`src/rtl/frame_offset_cal_pkg.sv`:
```
package frame_offset_cal_pkg;

  // measurement sequencer states
  typedef enum logic [1:0] {
    MS_IDLE = 2'b00,
    MS_ARM  = 2'b01,
    MS_MEAS = 2'b10
  } meas_state_e;

  // register regions, taken from the two top address bits
  localparam logic [1:0] REG_CTRL = 2'b00;
  localparam logic [1:0] REG_RES  = 2'b01;
  localparam logic [1:0] REG_OFS  = 2'b10;

endpackage

```
`src/rtl/fofc_frame_timer.sv`:
```
module fofc_frame_timer #(
  parameter int FRAME_CYC = 128,
  localparam int CNT_W = $clog2(FRAME_CYC)
) (
  input  logic             clk,
  input  logic             rst_n,
  input  logic             fp_hit,
  output logic [CNT_W-1:0] cnt
);

  localparam logic [CNT_W-1:0] CNT_MAX = CNT_W'(FRAME_CYC - 1);

  logic [CNT_W-1:0] cnt_d, cnt_q;
  logic             cnt_en;

  always_comb begin
    cnt_en = fp_hit || (cnt_q != CNT_MAX);
    cnt_d  = fp_hit ? '0 : cnt_q + 1'b1;
  end

  always_ff @(posedge clk or negedge rst_n) begin
    if (!rst_n)      cnt_q <= CNT_MAX;
    else if (cnt_en) cnt_q <= cnt_d;
  end

  assign cnt = cnt_q;

endmodule

```
`src/rtl/fofc_measure.sv`:
```
module fofc_measure
  import frame_offset_cal_pkg::*;
#(
  parameter int NUM_STREAMS = 24,
  parameter int SAT         = 32,
  localparam int VAL_W      = $clog2(SAT + 1),
  localparam int SEL_W      = $clog2(NUM_STREAMS)
) (
  input  logic                              clk,
  input  logic                              rst_n,
  input  logic                              start_req,
  input  logic [SEL_W-1:0]                  start_sel,
  input  logic                              fp_hit,
  input  logic [NUM_STREAMS-1:0]            streams,
  output logic                              busy,
  output logic [SEL_W-1:0]                  sel,
  output logic [NUM_STREAMS-1:0][VAL_W-1:0] res_val,
  output logic [NUM_STREAMS-1:0]            res_done,
  output logic [NUM_STREAMS-1:0]            res_ovf
);

  localparam logic [VAL_W-1:0] SAT_V = VAL_W'(SAT);

  meas_state_e                       st_d, st_q;
  logic [SEL_W-1:0]                  sel_d, sel_q;
  logic [VAL_W-1:0]                  cnt_d, cnt_q;
  logic [NUM_STREAMS-1:0]            prev_q;
  logic [NUM_STREAMS-1:0][VAL_W-1:0] val_d, val_q;
  logic [NUM_STREAMS-1:0]            done_d, done_q, ovf_d, ovf_q;
  logic                              marker;

  assign marker = prev_q[sel_q] && !streams[sel_q];

  always_comb begin
    st_d   = st_q;
    sel_d  = sel_q;
    cnt_d  = cnt_q;
    val_d  = val_q;
    done_d = done_q;
    ovf_d  = ovf_q;
    unique case (st_q)
      MS_IDLE: begin
        if (start_req && (start_sel < SEL_W'(NUM_STREAMS))) begin
          st_d              = MS_ARM;
          sel_d             = start_sel;
          val_d[start_sel]  = '0;
          done_d[start_sel] = 1'b0;
          ovf_d[start_sel]  = 1'b0;
        end
      end
      MS_ARM: begin
        if (fp_hit) begin
          st_d  = MS_MEAS;
          cnt_d = '0;
        end
      end
      MS_MEAS: begin
        if (marker) begin
          st_d          = MS_IDLE;
          val_d[sel_q]  = cnt_q;
          done_d[sel_q] = 1'b1;
        end else if (fp_hit) begin
          st_d          = MS_IDLE;
          val_d[sel_q]  = SAT_V;
          done_d[sel_q] = 1'b1;
          ovf_d[sel_q]  = 1'b1;
        end else if (cnt_q != SAT_V) begin
          cnt_d = cnt_q + 1'b1;
        end
      end
      default: st_d = MS_IDLE;
    endcase
  end

  always_ff @(posedge clk or negedge rst_n) begin
    if (!rst_n) begin
      st_q   <= MS_IDLE;
      sel_q  <= '0;
      cnt_q  <= '0;
      prev_q <= '0;
      val_q  <= '0;
      done_q <= '0;
      ovf_q  <= '0;
    end else begin
      st_q   <= st_d;
      sel_q  <= sel_d;
      cnt_q  <= cnt_d;
      prev_q <= streams;
      val_q  <= val_d;
      done_q <= done_d;
      ovf_q  <= ovf_d;
    end
  end

  assign busy     = (st_q != MS_IDLE);
  assign sel      = sel_q;
  assign res_val  = val_q;
  assign res_done = done_q;
  assign res_ovf  = ovf_q;

endmodule

```
`src/rtl/fofc_offset_bank.sv`:
```
module fofc_offset_bank #(
  parameter int NUM_STREAMS = 24,
  parameter int SAT         = 32,
  parameter int DATA_W      = 8,
  parameter int CNT_W       = 7,
  localparam int VAL_W      = $clog2(SAT + 1),
  localparam int SEL_W      = $clog2(NUM_STREAMS)
) (
  input  logic                              clk,
  input  logic                              rst_n,
  input  logic                              wr_ofs,
  input  logic [SEL_W-1:0]                  wr_idx,
  input  logic [DATA_W-1:0]                 wr_val,
  input  logic                              fp_hit,
  input  logic [CNT_W-1:0]                  cnt,
  output logic [NUM_STREAMS-1:0][VAL_W-1:0] pend,
  output logic [NUM_STREAMS-1:0][VAL_W-1:0] appl,
  output logic [NUM_STREAMS-1:0]            frame_start
);

  localparam logic [VAL_W-1:0] SAT_V = VAL_W'(SAT);

  logic [NUM_STREAMS-1:0][VAL_W-1:0] pend_d, pend_q, appl_q;
  logic [VAL_W-1:0]                  clamp_v;

  assign clamp_v = (wr_val > DATA_W'(SAT)) ? SAT_V : VAL_W'(wr_val);

  always_comb begin
    pend_d = pend_q;
    if (wr_ofs && (wr_idx < SEL_W'(NUM_STREAMS))) pend_d[wr_idx] = clamp_v;
  end

  always_ff @(posedge clk or negedge rst_n) begin
    if (!rst_n) begin
      pend_q <= '0;
      appl_q <= '0;
    end else begin
      pend_q <= pend_d;
      if (fp_hit) appl_q <= pend_q;
    end
  end

  for (genvar g = 0; g < NUM_STREAMS; g++) begin : g_strobe
    assign frame_start[g] = (CNT_W'(appl_q[g]) == cnt);
  end

  assign pend = pend_q;
  assign appl = appl_q;

endmodule

```
`src/rtl/frame_offset_cal.sv`:
```
module frame_offset_cal
  import frame_offset_cal_pkg::*;
#(
  parameter int NUM_STREAMS = 24,
  parameter int BIT_CYC     = 4,
  parameter int FRAME_CYC   = 128,
  parameter int ADDR_W      = 7,
  parameter int DATA_W      = 8
) (
  input  logic                   clk,
  input  logic                   rst_n,
  input  logic                   fp_n,
  input  logic [NUM_STREAMS-1:0] stream_in,
  input  logic                   wr_en,
  input  logic [ADDR_W-1:0]      wr_addr,
  input  logic [DATA_W-1:0]      wr_data,
  input  logic [ADDR_W-1:0]      rd_addr,
  output logic [DATA_W-1:0]      rd_data,
  output logic [NUM_STREAMS-1:0] frame_start_out
);

  localparam int SAT   = 8 * BIT_CYC;
  localparam int VAL_W = $clog2(SAT + 1);
  localparam int SEL_W = $clog2(NUM_STREAMS);
  localparam int CNT_W = $clog2(FRAME_CYC);

  // reset: asserted asynchronously, released on the clock
  logic [1:0] rst_sync_q;
  logic       rst_sync_n;

  always_ff @(posedge clk or negedge rst_n) begin
    if (!rst_n) rst_sync_q <= '0;
    else        rst_sync_q <= {rst_sync_q[0], 1'b1};
  end
  assign rst_sync_n = rst_sync_q[1];

  logic                              fp_hit;
  logic [CNT_W-1:0]                  frame_cnt;
  logic                              ctrl_wr, ofs_wr;
  logic                              busy;
  logic [SEL_W-1:0]                  sel;
  logic [NUM_STREAMS-1:0][VAL_W-1:0] res_val, pend, appl;
  logic [NUM_STREAMS-1:0]            res_done, res_ovf;

  assign fp_hit  = !fp_n;
  assign ctrl_wr = wr_en && (wr_addr == '0) && wr_data[DATA_W-1];
  assign ofs_wr  = wr_en && (wr_addr[ADDR_W-1 -: 2] == REG_OFS);

  fofc_frame_timer #(.FRAME_CYC(FRAME_CYC)) i_timer (
    .clk    (clk),
    .rst_n  (rst_sync_n),
    .fp_hit (fp_hit),
    .cnt    (frame_cnt)
  );

  fofc_measure #(.NUM_STREAMS(NUM_STREAMS), .SAT(SAT)) i_measure (
    .clk       (clk),
    .rst_n     (rst_sync_n),
    .start_req (ctrl_wr),
    .start_sel (wr_data[SEL_W-1:0]),
    .fp_hit    (fp_hit),
    .streams   (stream_in),
    .busy      (busy),
    .sel       (sel),
    .res_val   (res_val),
    .res_done  (res_done),
    .res_ovf   (res_ovf)
  );

  fofc_offset_bank #(
    .NUM_STREAMS(NUM_STREAMS), .SAT(SAT), .DATA_W(DATA_W), .CNT_W(CNT_W)
  ) i_offsets (
    .clk         (clk),
    .rst_n       (rst_sync_n),
    .wr_ofs      (ofs_wr),
    .wr_idx      (wr_addr[SEL_W-1:0]),
    .wr_val      (wr_data),
    .fp_hit      (fp_hit),
    .cnt         (frame_cnt),
    .pend        (pend),
    .appl        (appl),
    .frame_start (frame_start_out)
  );

  // host read multiplexer
  logic [SEL_W-1:0] rd_idx;
  logic             rd_idx_ok;

  assign rd_idx    = rd_addr[SEL_W-1:0];
  assign rd_idx_ok = (rd_idx < SEL_W'(NUM_STREAMS));

  always_comb begin
    rd_data = '0;
    unique case (rd_addr[ADDR_W-1 -: 2])
      REG_CTRL: begin
        if (rd_addr == '0) begin
          rd_data[DATA_W-1]  = busy;
          rd_data[SEL_W-1:0] = sel;
        end
      end
      REG_RES: begin
        if (rd_idx_ok) begin
          rd_data[VAL_W-1:0] = res_val[rd_idx];
          rd_data[DATA_W-2]  = res_done[rd_idx];
          rd_data[DATA_W-1]  = res_ovf[rd_idx];
        end
      end
      REG_OFS: begin
        if (rd_idx_ok) rd_data[VAL_W-1:0] = pend[rd_idx];
      end
      default: rd_data = '0;
    endcase
  end

endmodule

```
`config.mk`:
```
export PLATFORM = sky130hd
export DESIGN_NAME = frame_offset_cal
export DESIGN_NICKNAME = d
export VERILOG_FILES = /design/src/rtl/frame_offset_cal_pkg.sv /design/src/rtl/fofc_frame_timer.sv /design/src/rtl/fofc_measure.sv /design/src/rtl/fofc_offset_bank.sv /design/src/rtl/frame_offset_cal.sv
export SDC_FILE = /design/constraint.sdc
export NUM_CORES = 1
export LEC_CHECK = 0
export BUFFER_PORTS_ARGS = -buffer_cell sky130_fd_sc_hd__clkbuf_2
export CAP_MARGIN = 20
export CORE_UTILIZATION = 40
export CTS_BUF_LIST = sky130_fd_sc_hd__clkbuf_16
export DETAILED_ROUTE_END_ITERATION = 6
export SLEW_MARGIN = 20
export SYNTH_ARGS = -nofsm -noshare
export SYNTH_HDL_FRONTEND = slang
export SYNTH_SLANG_ARGS = --single-unit
```
`constraint.sdc`:
```
create_clock -name clk -period 14.3 [get_ports clk]
set_input_delay 0.715 -clock clk [delete_from_list [all_inputs] [get_ports clk]]
set_output_delay 0.715 -clock clk [all_outputs]
set_load 0.02 [all_outputs]
```
==> impl_metrics.env <==
export IMPL_outcome="finished, final reports clean"
export IMPL_worstReg2RegStart="i_measure.sel[0]$_DFFE_PN0P_"
export IMPL_utilization_pct=45.2
export IMPL_hp_class="in -> reg"
export IMPL_synth_area_um2=25200
export IMPL_ys_seq_area_share_pct=52.2
export IMPL_setup_violations_final=0
export IMPL_cp_arrival_ns=4.33
export IMPL_synth_cells=2004
export IMPL_place_worst_setup_slack_ns=9.30
export IMPL_cts_root_buf="clkbuf_16"
export IMPL_antenna_found_initial=0
export IMPL_grt_first_pass_wirelength_mm=112
export IMPL_ir_worst_vdd_mv=0.0877
export IMPL_vias=17374
export IMPL_whs_path_depth=1
export IMPL_synth_area_leaders="dfrtp_1 51%, mux2_2 11%, mux4_2 9.6%, xor2_1 5.1%, o2bb2ai_1 4.4%"
export IMPL_powerDensity_nw_per_um2=114
export IMPL_r2r_cells=7
export IMPL_post_synth_top_count_cell="dfrtp_1"
export IMPL_slew_headroom_pct=22.0
export IMPL_io_buffers=81
export IMPL_min_to="i_measure.prev_q[10]$_DFF_PN0_"
export IMPL_initial_core_util_pct=40.7
export IMPL_synth_async_reset_ratio_pct=100
export IMPL_cp_max_fo=50
export IMPL_yosysWarningCount=0
export IMPL_ant_nets=0
export IMPL_cts_setup_buffers=0
export IMPL_pin_count=82
export IMPL_place_detailed_hpwl_mm=47.6
export IMPL_wl_per_cell_um=25.0
export IMPL_clock_sinks=526
export IMPL_finalCriticalPeriod_ns=5.04
export IMPL_place_congestion=0.887
export IMPL_synth_edff_count=0
export IMPL_clock_path_buffers=3
export IMPL_grt_ovfl_total=0
export IMPL_clkTransAtPathRegs_ns=0.06
export IMPL_worst_slack_ns=9.26
export IMPL_die_area_um2=64100
export IMPL_rsz0062_at_grt="false"
export IMPL_nNetsFinal=2076
export IMPL_area_delta_synth_final_pct=11.0
export IMPL_setup_worst_path_start_class="input port"
export IMPL_synthTopCellsByCount="519 x dfrtp_1, 246 x mux2_2, 146 x xor2_1"
export IMPL_first_global_vias=17764
export IMPL_synth_top_area_share_pct=51.5
export IMPL_drv_slew=0
export IMPL_criticalPathCategory="in -> out"
export IMPL_cts_htree_levels=2
export IMPL_drive_gt1_share_pct=27.8
export IMPL_timing_fmax_mhz=198
export IMPL_drtIter0Drc=1512
export IMPL_finClkSkew_ns=0.0234
export IMPL_die_w_um=253
export IMPL_drcViolationCount=0
export IMPL_tightest_slew_ns=1.17
export IMPL_die_y_um=253
export IMPL_avgSynthCellArea_um2=12.6
export IMPL_syn_num_nets=2061
export IMPL_ys_flop_type="dfrtp_1"
export IMPL_max_cap_violations=0
export IMPL_wirelength_mm=72.4
export IMPL_yosys_register_bits=526
export IMPL_period_share_pct=35.3
export IMPL_cts_buffers=54
export IMPL_clk_latency_ns=0.63
export IMPL_power_mw=3.18
export IMPL_grt_max_degree=177
export IMPL_vias_per_cell=6.00
export IMPL_min_delay_start="stream_in[10]"
export IMPL_hold_violations=0
export IMPL_tns_ns=0
export IMPL_grtUsageTotal_pct=23.1
export IMPL_crit_reg2reg_capture="i_measure.res_val[31]$_DFFE_PN0P_"
export IMPL_core_um2=62100
export IMPL_end_kind="output port"
export IMPL_cts_tree="yes"
export IMPL_synth_area_leader_cell="dfrtp_1"
export IMPL_synth_cell_types=60
export IMPL_cp_required_ns=13.59
export IMPL_r2r_slack_ns=10.51
export IMPL_p_leak_nw=13.1
export IMPL_dr_pass1_iters=6
export IMPL_row_count=91
export IMPL_fin_hold_ws_ns=0.217
==> placed cells by master, fill, tap and decap left out, types with 30 or more instances in the layout <==
cell type	n
dfrtp_1	518
mux2_2	246
xor2_1	146
nand2_1	130
o2bb2ai_1	128
mux4_2	108
nor2_1	103
o21ai_0	100
clkbuf_2	78
a21oi_1	55
clkbuf_16	55
a31oi_1	34
nor4_1	31
buf_4	30
==> worst max-delay path by stage <==
stage	from	endpoint	slack, ns
final	rd_addr[0]	rd_data[3]	9.26
after global routing	rd_addr[0]	rd_data[3]	9.06
after CTS	rd_addr[0]	rd_data[3]	9.31
after global placement	rd_addr[0]	rd_data[3]	9.39
after floorplan	rst_sync_q[1]$_DFF_PN0_	i_measure.cnt_q[0]$_DFFE_PN0P_	5.74
after detailed placement	rd_addr[0]	rd_data[3]	9.30
==> stage by stage <==
| step | std cells | instance area [µm²] |
|---|---|---|
| after detailed placement | 2799 | 26300 |
| after CTS | 2895 | 28000 |
| after global routing | 2895 | 28000 |
| after floorplan | 2004 | 25200 |
| final | 2896 | 28000 |
| after global placement | 2799 | 26300 |
==> final cells by class <==
class                      instances  area [µm²]
multi-input combinational       1316       11400
clock buffer                      55        1380
inverter                           9        33.8
clock inverter                    40         292
tap                              837        1050
antenna                            1        2.50
sequential                       526       13200
timing repair buffer             112         668
fill                            5620       34000
==> routing by layer <==
metal / part of all wire (%) / global-route usage (%) / up-vias
li1: - / - / 7461
met4: 2.6 / 6.84 / 0
met5: 0 / 0 / -
met1: 43 / 32.2 / 9081
met2: 48 / 37.2 / 694
met3: 6.3 / 3.58 / 138
==> critical path, stage by stage <==
cell	delay (ns)
buf_6	0.54
buf_4	0.69
mux4_2	0.59
mux4_2	0.48
a22oi_1	0.31
nor2_1	0.11
a221oi_1	0.49
nor2_1	0.09
clkbuf_2	0.18
==> report_power, final <==
group,switching [mW],internal [mW]
sequential,0.0314,1.52
clock,0.603,0.765
combinational,0.165,0.0950
==> registers in the layout, summed over array words and instances (netlist names) <==
register            cells
i_measure.cnt_q         6
i_measure.prev_q       24
i_measure.res_done     24
i_measure.res_ovf      24
i_measure.res_val     144
i_measure.sel           5
i_measure.st_q          2
i_offsets.appl        144
i_offsets.pend        144
i_timer.cnt             7
rst_sync_q              2
==> timing repair <==
action                    CTS  global route
hold buffers                1             0
hold endpoints to repair    2             0
gates resized for setup     0             0
==> logic make-up after synthesis <==
| logic type | Yosys count | share of synthesized area (%) |
|---|---|---|
| AOI/OAI and AO/OA | 396 | 10.9 |
| xor gates and xnor gates | 148 | 5.14 |
| adders and majority gates | 7 | 0.347 |
| buffers and inverters | 162 | 2.60 |
| DFF | 526 | 52.2 |
| muxes | 363 | 21.0 |
| other | 1 | 0.0149 |
| and+or+nand+nor | 401 | 7.84 |
(Power assumes the default switching activity.)
